[src/rtl/adcfe_pkg.sv]
package adcfe_pkg;
  localparam int CTRL_W  = 12;
  localparam int FRAME_W = 16;
  localparam int ADDR_W  = 4;
  localparam int RES_W   = 12;

  localparam logic [1:0] PM_NORMAL   = 2'b11;
  localparam logic [1:0] PM_FULL_OFF = 2'b10;
  localparam logic [1:0] PM_AUTO_OFF = 2'b01;
  localparam logic [CTRL_W-1:0] CTRL_RESET = 12'h030;

  typedef enum logic [1:0] {PW_ON, PW_OFF, PW_WAKE} pwr_state_t;

  function automatic logic cw_write(input logic [CTRL_W-1:0] c);
    return c[11];
  endfunction

  function automatic logic [1:0] cw_mode(input logic [CTRL_W-1:0] c);
    return c[5:4];
  endfunction

  function automatic logic [ADDR_W-1:0] cw_addr(input logic [CTRL_W-1:0] c);
    return c[9:6];
  endfunction

  function automatic logic cw_arms_shadow(input logic [CTRL_W-1:0] c);
    return !c[10] && c[3];
  endfunction

  function automatic logic mode_sleeps(input logic [1:0] m);
    return (m == PM_FULL_OFF) || (m == PM_AUTO_OFF);
  endfunction
endpackage

[src/rtl/adcfe_sync.sv]
module adcfe_sync #(
  parameter int W = 3,
  parameter int STAGES = 2,
  parameter logic [W-1:0] INIT = '0
) (
  input  logic         clk,
  input  logic         rst_n,
  input  logic [W-1:0] d,
  output logic [W-1:0] q
);
  logic [W-1:0] stage [STAGES];

  always_ff @(posedge clk or negedge rst_n) begin
    if (!rst_n) begin
      for (int i = 0; i < STAGES; i++) stage[i] <= INIT;
    end else begin
      stage[0] <= d;
      for (int i = 1; i < STAGES; i++) stage[i] <= stage[i-1];
    end
  end

  assign q = stage[STAGES-1];
endmodule

[src/rtl/adcfe_edge.sv]
module adcfe_edge #(
  parameter int W = 2,
  parameter logic [W-1:0] INIT = '0
) (
  input  logic         clk,
  input  logic         rst_n,
  input  logic [W-1:0] lvl,
  output logic [W-1:0] rise,
  output logic [W-1:0] fall
);
  logic [W-1:0] prev;

  always_ff @(posedge clk or negedge rst_n) begin
    if (!rst_n) prev <= INIT;
    else        prev <= lvl;
  end

  assign rise = lvl & ~prev;
  assign fall = ~lvl & prev;
endmodule

[src/rtl/adcfe_frame.sv]
module adcfe_frame
  import adcfe_pkg::*;
#(
  parameter int TRACK_EDGE = 14
) (
  input  logic               clk,
  input  logic               rst_n,
  input  logic               cs_fall,
  input  logic               cs_rise,
  input  logic               sclk_rise,
  input  logic               sclk_fall,
  input  logic               din_s,
  input  logic [FRAME_W-1:0] load_word,
  output logic               in_frame,
  output logic               dout,
  output logic               dout_en,
  output logic               conv_start,
  output logic               hold_phase,
  output logic               ctrl_evt,
  output logic               full_evt,
  output logic [FRAME_W-1:0] word_in
);
  localparam int CNT_W = $clog2(FRAME_W + 1);

  logic [CNT_W-1:0]   rise_cnt, fall_cnt;
  logic [FRAME_W-2:0] in_sr;
  logic [FRAME_W-1:0] out_sr;
  logic               take_bit;

  assign take_bit = in_frame && sclk_rise && (rise_cnt < CNT_W'(FRAME_W));
  assign word_in  = {in_sr, din_s};
  assign ctrl_evt = take_bit && (rise_cnt == CNT_W'(CTRL_W - 1));
  assign full_evt = take_bit && (rise_cnt == CNT_W'(FRAME_W - 1));
  assign hold_phase = in_frame && (fall_cnt < CNT_W'(TRACK_EDGE));
  assign dout = dout_en & out_sr[FRAME_W-1];

  always_ff @(posedge clk or negedge rst_n) begin
    if (!rst_n) begin
      in_frame <= 1'b0; dout_en <= 1'b0; conv_start <= 1'b0;
      rise_cnt <= '0; fall_cnt <= '0; in_sr <= '0; out_sr <= '0;
    end else if (cs_fall) begin
      in_frame <= 1'b1; dout_en <= 1'b1; conv_start <= 1'b1;
      rise_cnt <= '0; fall_cnt <= '0; out_sr <= load_word;
    end else begin
      conv_start <= 1'b0;
      if (cs_rise) begin
        in_frame <= 1'b0;
        dout_en  <= 1'b0;
      end else if (in_frame) begin
        if (take_bit) begin
          in_sr    <= word_in[FRAME_W-2:0];
          rise_cnt <= rise_cnt + CNT_W'(1);
        end
        if (sclk_fall && (fall_cnt < CNT_W'(FRAME_W))) begin
          fall_cnt <= fall_cnt + CNT_W'(1);
          out_sr   <= {out_sr[FRAME_W-2:0], 1'b0};
          if (fall_cnt == CNT_W'(FRAME_W - 1)) dout_en <= 1'b0;
        end
      end
    end
  end
endmodule

[src/rtl/adcfe_power.sv]
module adcfe_power
  import adcfe_pkg::*;
#(
  parameter int PWRUP_CYC = 2000,
  parameter int QUIET_CYC = 50
) (
  input  logic       clk,
  input  logic       rst_n,
  input  logic       cs_fall,
  input  logic       cs_rise,
  input  logic [1:0] mode,
  output logic       powered,
  output logic       ready
);
  localparam int PW = $clog2(PWRUP_CYC + 1);
  localparam int QW = $clog2(QUIET_CYC + 1);

  pwr_state_t    st;
  logic [PW-1:0] wake_cnt;
  logic [QW-1:0] quiet_cnt;

  always_ff @(posedge clk or negedge rst_n) begin
    if (!rst_n) begin
      st <= PW_ON; wake_cnt <= '0; quiet_cnt <= '0;
    end else begin
      if (cs_rise) quiet_cnt <= QW'(QUIET_CYC);
      else if (quiet_cnt != '0) quiet_cnt <= quiet_cnt - QW'(1);
      unique case (st)
        PW_ON:
          if (cs_rise && mode_sleeps(mode)) st <= PW_OFF;
        PW_OFF:
          if ((cs_rise && mode == PM_NORMAL) || (cs_fall && mode == PM_AUTO_OFF)) begin
            st       <= PW_WAKE;
            wake_cnt <= PW'(PWRUP_CYC);
          end
        PW_WAKE:
          if (cs_rise && mode_sleeps(mode)) st <= PW_OFF;
          else if (wake_cnt <= PW'(1))      st <= PW_ON;
          else                              wake_cnt <= wake_cnt - PW'(1);
        default: st <= PW_OFF;
      endcase
    end
  end

  assign powered = (st == PW_ON);
  assign ready   = powered && (quiet_cnt == '0);
endmodule

[src/rtl/adc_serial_front.sv]
module adc_serial_front
  import adcfe_pkg::*;
#(
  parameter int PWRUP_CYC   = 2000,
  parameter int QUIET_CYC   = 50,
  parameter int SYNC_STAGES = 2,
  parameter int TRACK_EDGE  = 14
) (
  input  logic              clk,
  input  logic              rst_n,
  input  logic              cs_n,
  input  logic              sclk,
  input  logic              din,
  input  logic [RES_W-1:0]  conv_result,
  input  logic              conv_valid,
  output logic              dout,
  output logic              dout_en,
  output logic              track,
  output logic              conv_start,
  output logic              powered,
  output logic              ready,
  output logic              data_invalid,
  output logic [CTRL_W-1:0] ctrl_word,
  output logic [FRAME_W-1:0] shadow_word
);
  logic [2:0] sync_q;
  logic [1:0] lvl_rise, lvl_fall;
  logic cs_fall, cs_rise, sclk_rise, sclk_fall, din_s;
  logic in_frame, hold_phase, ctrl_evt, full_evt;
  logic ctrl_wr, shadow_wr, shadow_armed, frame_shadow;
  logic [FRAME_W-1:0] word_in, res_word;
  logic [ADDR_W-1:0]  start_addr;

  adcfe_sync #(.W(3), .STAGES(SYNC_STAGES), .INIT(3'b001)) u_sync (
    .clk(clk), .rst_n(rst_n), .d({din, sclk, cs_n}), .q(sync_q));

  adcfe_edge #(.W(2), .INIT(2'b01)) u_edge (
    .clk(clk), .rst_n(rst_n), .lvl(sync_q[1:0]), .rise(lvl_rise), .fall(lvl_fall));

  assign cs_rise   = lvl_rise[0];
  assign cs_fall   = lvl_fall[0];
  assign sclk_rise = lvl_rise[1];
  assign sclk_fall = lvl_fall[1];
  assign din_s     = sync_q[2];

  adcfe_frame #(.TRACK_EDGE(TRACK_EDGE)) u_frame (
    .clk(clk), .rst_n(rst_n), .cs_fall(cs_fall), .cs_rise(cs_rise),
    .sclk_rise(sclk_rise), .sclk_fall(sclk_fall), .din_s(din_s),
    .load_word(res_word), .in_frame(in_frame), .dout(dout), .dout_en(dout_en),
    .conv_start(conv_start), .hold_phase(hold_phase), .ctrl_evt(ctrl_evt),
    .full_evt(full_evt), .word_in(word_in));

  adcfe_power #(.PWRUP_CYC(PWRUP_CYC), .QUIET_CYC(QUIET_CYC)) u_power (
    .clk(clk), .rst_n(rst_n), .cs_fall(cs_fall), .cs_rise(cs_rise),
    .mode(cw_mode(ctrl_word)), .powered(powered), .ready(ready));

  assign ctrl_wr   = ctrl_evt && !frame_shadow && cw_write(word_in[CTRL_W-1:0]);
  assign shadow_wr = full_evt && frame_shadow;
  assign track     = powered && !hold_phase;

  always_ff @(posedge clk or negedge rst_n) begin
    if (!rst_n) begin
      ctrl_word <= CTRL_RESET; shadow_word <= '0; shadow_armed <= 1'b0;
      frame_shadow <= 1'b0; data_invalid <= 1'b0; res_word <= '0; start_addr <= '0;
    end else begin
      if (cs_fall) begin
        frame_shadow <= shadow_armed;
        data_invalid <= !ready;
        start_addr   <= cw_addr(ctrl_word);
      end
      if (ctrl_wr) begin
        ctrl_word    <= word_in[CTRL_W-1:0];
        shadow_armed <= cw_arms_shadow(word_in[CTRL_W-1:0]);
      end
      if (shadow_wr) begin
        shadow_word  <= word_in;
        shadow_armed <= 1'b0;
      end
      if (conv_valid) res_word <= {start_addr, conv_result};
    end
  end
endmodule

[config.mk]
export PLATFORM = sky130hd
export DESIGN_NAME = adc_serial_front
export DESIGN_NICKNAME = d
export VERILOG_FILES = /design/src/rtl/adcfe_pkg.sv /design/src/rtl/adcfe_sync.sv /design/src/rtl/adcfe_edge.sv /design/src/rtl/adcfe_frame.sv /design/src/rtl/adcfe_power.sv /design/src/rtl/adc_serial_front.sv
export SDC_FILE = /design/constraint.sdc
export NUM_CORES = 1
export LEC_CHECK = 0
export BUFFER_PORTS_ARGS = -buffer_cell sky130_fd_sc_hd__buf_2
export CORE_MARGIN = 3
export CORE_UTILIZATION = 63
export CTS_CLUSTER_DIAMETER = 40
export CTS_CLUSTER_SIZE = 40
export DETAILED_ROUTE_END_ITERATION = 8
export PLACE_DENSITY_LB_ADDON = 0.2
export SYNTH_ARGS = -nofsm -noshare
export SYNTH_HDL_FRONTEND = slang
export SYNTH_HIERARCHICAL = 1
export SYNTH_SLANG_ARGS = --single-unit
[constraint.sdc]
create_clock -name clk -period 3.4 [get_ports clk]
set_clock_uncertainty 0.1 [all_clocks]
set_input_delay 0.34 -clock clk [delete_from_list [all_inputs] [get_ports clk]]
set_output_delay 0.34 -clock clk [all_outputs]
set_load 0.03 [all_outputs]
==> results of run 1 <==
repair_timing:
action,4_1_cts,5_1_grt
setup buffers,0,0
gates resized for setup,0,0
hold buffers,16,0
hold endpoints to repair,77,0
layout by cell type (no fill, tap or decap), types with 3 or more instances in the layout:
cell type      Yosys  layout
nand2b_1           9       9
inv_6              0       4
mux2i_1           22      22
a21oi_1            6       6
or4_1              4       4
mux2_4            10      10
inv_1             10      10
nor4_1             4       4
nand2_1           25      25
mux2_2            57      57
dlygate4sd3_1      0      16
buf_4              5       3
nor2b_1            6       6
and3_1             4       4
a31o_2             4       4
dfrtp_1          117     117
xnor2_1            3       3
nand4_1            3       3
and2b_2            4       4
clkinv_4           0       5
nor2_1            21      21
clkbuf_16          0      16
buf_2              3      51
dfstp_2            5       5
ha_1               9       9
nand3_1            4       4
o21ai_0           19      19
worst max-delay path, delay by kind of cell (launching register included):
family,cells,cell delay (ns)
DFF,1,0.42
buffers and inverters,1,0.20
and+or+nand+nor,3,0.98
final cells by class:
class                   count  area (sq um)
well taps                 102           128
inverters                  10          37.5
clock buffers              18           428
clock inverters            14           115
flip-flops and latches    122          3060
repair buffers             71           458
fillers                   457          1630
multi-input cells         255          2070
flip-flops by register name, indices dropped and copies added, names as in the netlist, 2 cells and up:
signal and count:
ctrl_word 12, res_word 16, shadow_word 16, start_addr 4, u_edge/prev 2, u_frame/fall_cnt 5
u_frame/in_sr 15, u_frame/out_sr 16, u_frame/rise_cnt 5, u_power/quiet_cnt 6, u_power/st 2, u_power/wake_cnt 11
u_sync/q 3, u_sync/stage 3
logic make-up after synthesis:
logic type               count (synthesis)
AO/OA/AOI/OAI                           47
XOR/XNOR                                 3
adder cells (fa/ha/maj)                  9
buffers and inverters                   30
flip-flops                             122
multiplexers                            89
AND/OR/NAND/NOR                        107
metal layers:
metal  up-vias  part of all wire  global-route usage
met2        67              0.51               0.377
met4         0             0.014              0.0735
met1      1702              0.44               0.291
met5         -                 0                   0
met3        10             0.032              0.0610
li1       1581                 -                   -
stage by stage:
stage               std cells  hold WS (ns)
floorplan                 407       -0.0556
global placement          544         0.233
detailed placement        544         0.237
CTS                       592         0.229
global route              592         0.257
finish                    592         0.253
how the worst min path moves through the flow:
stage,startpoint,endpoint,slack [ns]
5_1_grt,conv_valid,res_word[1],0.26
3_3_place_gp,u_sync/stage[4],u_sync/q[1],0.23
3_5_place_dp,u_sync/stage[4],u_sync/q[1],0.24
2_1_floorplan,rst_n,ctrl_word[0],-0.06
6_report,u_sync/stage[5],u_sync/q[2],0.25
4_1_cts,conv_valid,res_word[1],0.23
where the power goes:
group	total [W]	leakage [nW]	internal, W	switching, W
combinational	0.000310	1.25	0.000158	0.000151
sequential	0.00168	1.59	0.00157	0.000105
clock	0.00162	0.264	0.000930	0.000686
==> impl_metrics.env, run 1 <==
export IMPL_start_util=0.668
export IMPL_drv_cap=0
export IMPL_finalCriticalPeriod_ns=2.53
export IMPL_cp_slowest_cell="or3_1"
export IMPL_track_usage=0.226
export IMPL_numCtsBuffers=17
export IMPL_endpoint="ready"
export IMPL_p_total_w=0.00360
export IMPL_io_buffers=52
export IMPL_synth_warnings=6
export IMPL_io_pins=53
export IMPL_design_area_sq_um=6290
export IMPL_cts_num_sinks=122
export IMPL_synthesis_instances=407
export IMPL_die_h_um=97.7
export IMPL_cp_startpoint="u_power/quiet_cnt[2]"
export IMPL_drc=0
export IMPL_avgViaCountPerCell=5.68
export IMPL_crit_chain="or3_1 > nor3b_2 > and2_1 > buf_2"
export IMPL_netlist_area_sq_um=5300
export IMPL_synth_seq_cells=122
export IMPL_synth_compound_area_frac=0.0560
export IMPL_routed_wirelength_um=10000
export IMPL_synth_xor_area_frac=0.00496
export IMPL_overflow=0
export IMPL_grt_pass1_vias=3618
export IMPL_r2r_start="u_edge/prev[0]"
export IMPL_core_area_sq_um=7930
export IMPL_drt_iter0_drc=167
export IMPL_tightestPinTransition_ns=0.885
export IMPL_synth_net_count=434
export IMPL_synth_edf_count=0
export IMPL_area_growth_pct=18.8
export IMPL_post_place_ws_ns=1.14
export IMPL_yosysSeqAreaShare=0.577
export IMPL_worst_slack_ns=0.867
export IMPL_synth_fa_ha_area_frac=0.0213
export IMPL_antenna_found_initial=0
export IMPL_p_leak_nw=3.10
export IMPL_holdPathStages=0
export IMPL_num_vias=3360
export IMPL_critical_path_max_fanout=5
export IMPL_synth_area_leaders="dfrtp_1 55%, mux2_2 12%, mux2i_1 4.2%"
export IMPL_clock_tree_root_cell="clkbuf_8"
export IMPL_rrSetupSlack_ns=1.09
export IMPL_r2r_cells=4
export IMPL_synth_distinct_cells=57
export IMPL_drive_gt1_frac=0.361
export IMPL_finalSetupViolations=0
export IMPL_path_clk_slew_ns=0.06
export IMPL_place_congestion=0.820
export IMPL_synth_simple_area_share=0.117
export IMPL_relSlewSlack=0.410
export IMPL_path_class="register to output pin"
export IMPL_synth_area_leader_cell="dfrtp_1"
export IMPL_max_stage_delay_ns=0.44
export IMPL_utilization=0.794
export IMPL_die_w_um=97.7
export IMPL_dpl_hpwl_um=6010
export IMPL_die_area_sq_um=9550
export IMPL_dr_pass1_iters=5
export IMPL_ctsHtreeMaxLevel=4
export IMPL_worstSetupStartpointType="register"
export IMPL_worstPathArrival_ns=2.09
export IMPL_fin_crit_sh=0.745
export IMPL_worstSetupEndpointType="output pin"
export IMPL_grt_max_degree=64
export IMPL_grt_pass1_wl_um=17400
export IMPL_fin_setup_tns_ns=0
export IMPL_pwr_density_cell_nw_per_um2=572
export IMPL_r2r_end="u_frame/fall_cnt[3]"
export IMPL_synth_most_common_cell="dfrtp_1"
export IMPL_muxShareOfSynthArea=0.191
export IMPL_netlist_area_leader_share=0.553
export IMPL_hp_class="register to register"
export IMPL_diodes=0
export IMPL_critical_path_required_ns=2.96
export IMPL_placed_area_sq_um=5590
export IMPL_ys_top_cells_by_count="117 x dfrtp_1, 57 x mux2_2, 25 x nand2_1"
export IMPL_num_rows=32
export IMPL_outcome="complete, no violations"
export IMPL_nets=504
export IMPL_fmax_ghz=0.395
export IMPL_slew_violations=0
export IMPL_ir_worst_vdd_v=0.000436
export IMPL_synth_top_family_by_area="multiplexers"
export IMPL_wl_per_cell_um=17.0
export IMPL_cts_buffer_depth=2
export IMPL_ant_nets=0
export IMPL_cts_tree="built"
export IMPL_avgSynthCellArea_sq_um=13.0
export IMPL_async_flop_share=1.00
export IMPL_hold_viol=0
export IMPL_grt_setup_unrepaired="false"
export IMPL_clkLatencyLatePin_ns=0.51
export IMPL_ys_flop_type="dfrtp_1"
(Power assumes the default switching activity.)
==> run 2: changes to the inputs <==
CORE_UTILIZATION = 59   (was 63)
clock period = 2.35 ns   (was 3.4 ns; I/O delays follow)
==> run 2 against run 1 <==
Effect of this change: highest routed layer unchanged; cell count is 1.4% higher; global-route usage shrank 1.9 points; combinational power rose by 49%; design area increased by 1.6%; clock-buffer cell count is 1 higher; core utilization shrank 3.9 points; sequential share of layout area is 0.76 points lower; sequential power increased by 44%.
==> impl_metrics.env, run 2 (synthesized netlist as in run 1, its figures left out) <==
export IMPL_path_clk_slew_ns=0.06
export IMPL_grt_max_degree=54
export IMPL_final_cell_mix="117 x dfrtp_1, 57 x mux2_2, 51 x buf_2"
export IMPL_overflow=0
export IMPL_grt_setup_unrepaired="false"
export IMPL_clkLatencyLatePin_ns=0.50
export IMPL_layout_commonest_cell="dfrtp_1"
export IMPL_critical_path_required_ns=2.02
export IMPL_grt_pass1_wl_um=16300
export IMPL_r2r_cells=5
export IMPL_grt_pass1_vias=3332
export IMPL_diodes=0
export IMPL_dpl_hpwl_um=6210
export IMPL_drt_iter0_drc=153
export IMPL_endpoint="ready"
export IMPL_clock_tree_root_cell="clkbuf_8"
export IMPL_hold_viol=0
export IMPL_routed_wirelength_um=9840
export IMPL_finalCriticalPeriod_ns=2.26
export IMPL_dr_pass1_iters=4
export IMPL_cts_buffer_depth=2
export IMPL_critical_path_max_fanout=5
export IMPL_wl_per_cell_um=16.4
export IMPL_io_buffers=52
export IMPL_drive_gt1_frac=0.368
export IMPL_ir_worst_vdd_v=0.000509
export IMPL_track_usage=0.207
export IMPL_fin_setup_tns_ns=0
export IMPL_hp_class="input port to asynchronous set/reset pin"
export IMPL_avgViaCountPerCell=5.56
export IMPL_ctsHtreeMaxLevel=4
export IMPL_fmax_ghz=0.443
export IMPL_highest_layer="met4"
export IMPL_antenna_found_initial=0
export IMPL_relSlewSlack=0.651
export IMPL_p_leak_nw=3.16
export IMPL_num_fill_cells=541
export IMPL_ant_nets=0
export IMPL_die_h_um=101
export IMPL_pwr_density_cell_nw_per_um2=842
export IMPL_nets=509
export IMPL_worstSetupEndpointType="output pin"
export IMPL_drc=0
export IMPL_area_growth_pct=20.7
export IMPL_slew_violations=0
export IMPL_r2r_end="u_frame/out_sr[13]"
export IMPL_cp_startpoint="u_power/quiet_cnt[2]"
export IMPL_die_w_um=101
export IMPL_worstSetupStartpointType="register"
export IMPL_fin_crit_sh=0.960
export IMPL_path_class="register to output pin"
export IMPL_finalSetupViolations=0
export IMPL_core_area_sq_um=8460
export IMPL_rrSetupSlack_ns=0.26
export IMPL_timing_hold_ws_ns=0.0693
export IMPL_numCtsBuffers=17
export IMPL_num_vias=3336
export IMPL_tightestPinTransition_ns=0.520
export IMPL_cts_num_sinks=122
export IMPL_place_congestion=0.796
export IMPL_worstPathArrival_ns=1.92
export IMPL_start_util=0.626
export IMPL_die_area_sq_um=10200
export IMPL_outcome="complete, no violations"
export IMPL_dr_wl_met2_um=5020
export IMPL_top_regs="res_word x16, shadow_word x16, u_frame/out_sr x16"
export IMPL_io_pins=53
export IMPL_met3_wirelength_um=353
export IMPL_num_rows=33
export IMPL_wl_met1_um=4370
export IMPL_r2r_start="u_edge/prev[0]"
export IMPL_drv_cap=0
export IMPL_cts_tree="built"
-- run 2: cell count changes in the layout (fill, tap and decap cells not counted), sizes merged --
cell	change
buf	+5
clkbuf	+1
bufinv	+2
clkinv	+1
clkinvlp	-1
inv	-3
-- run 2: what timing repair did --
item / in CTS / in global routing
hold buffers: 16 / 0
setup endpoints to repair: 1 / 1
hold endpoints to repair: 132 / 0
pin swaps: 1 / 0
buffers inserted: 1 / 0
gates resized for setup: 1 / 1
-- run 2: where the power goes --
group	leakage, nW	internal (W)	total, W	switching (W)
registers	1.59	0.00227	0.00242	0.000150
logic	1.29	0.000243	0.000463	0.000220
clock network	0.284	0.00155	0.00250	0.000950
total	3.16	0.00406	0.00538	0.00132
-- run 2: layout make-up --
cell class                 count  area (sq um)  share of cell area
clock buffer                  19           432              0.0675
clock inverter                13           146              0.0229
inverter                      10          37.5             0.00587
multi-input combinational    255          2080               0.325
sequential                   122          3060               0.478
tap                          105           131              0.0205
timing repair buffer          76           508              0.0794
-- run 2: how the worst min path moves through the flow --
stage	from	to	slack, ns
2_1_floorplan	rst_n	ctrl_word[0]	-0.16
3_3_place_gp	rst_n	u_power/wake_cnt[6]	0.05
3_5_place_dp	rst_n	u_power/wake_cnt[6]	0.04
4_1_cts	rst_n	u_sync/q[1]	0.05
5_1_grt	rst_n	u_sync/stage[4]	0.08
6_report	rst_n	u_power/wake_cnt[6]	0.07
-- run 2: metrics by stage --
| step | utilization | power, W | area, sq um | std cells | worst slack (ns) |
|---|---|---|---|---|---|
| final | 0.756 | 0.00538 | 6390 | 600 | 0.0930 |
| after floorplan | - | 0.00272 | 5300 | 407 | 0.312 |
| after global placement | 0.666 | 0.00285 | 5640 | 551 | 0.348 |
| after global routing | 0.756 | 0.00561 | 6390 | 600 | 0.0374 |
| after CTS | 0.755 | 0.00543 | 6390 | 600 | 0.0527 |
| after detailed placement | 0.666 | 0.00288 | 5640 | 551 | 0.281 |
-- run 2: metal layers --
layer  vias to the layer above  GRT usage
met5                         -          0
met4                         0     0.0819
met3                        10     0.0519
met2                        57      0.341
met1                      1675      0.265
li1                       1594          -
-- run 2: critical path: stages, from the launching register on --
cell     delay [ns]
dfrtp_1        0.42
or3_4          0.43
nor3b_4        0.21
and2_1         0.16
buf_2          0.20
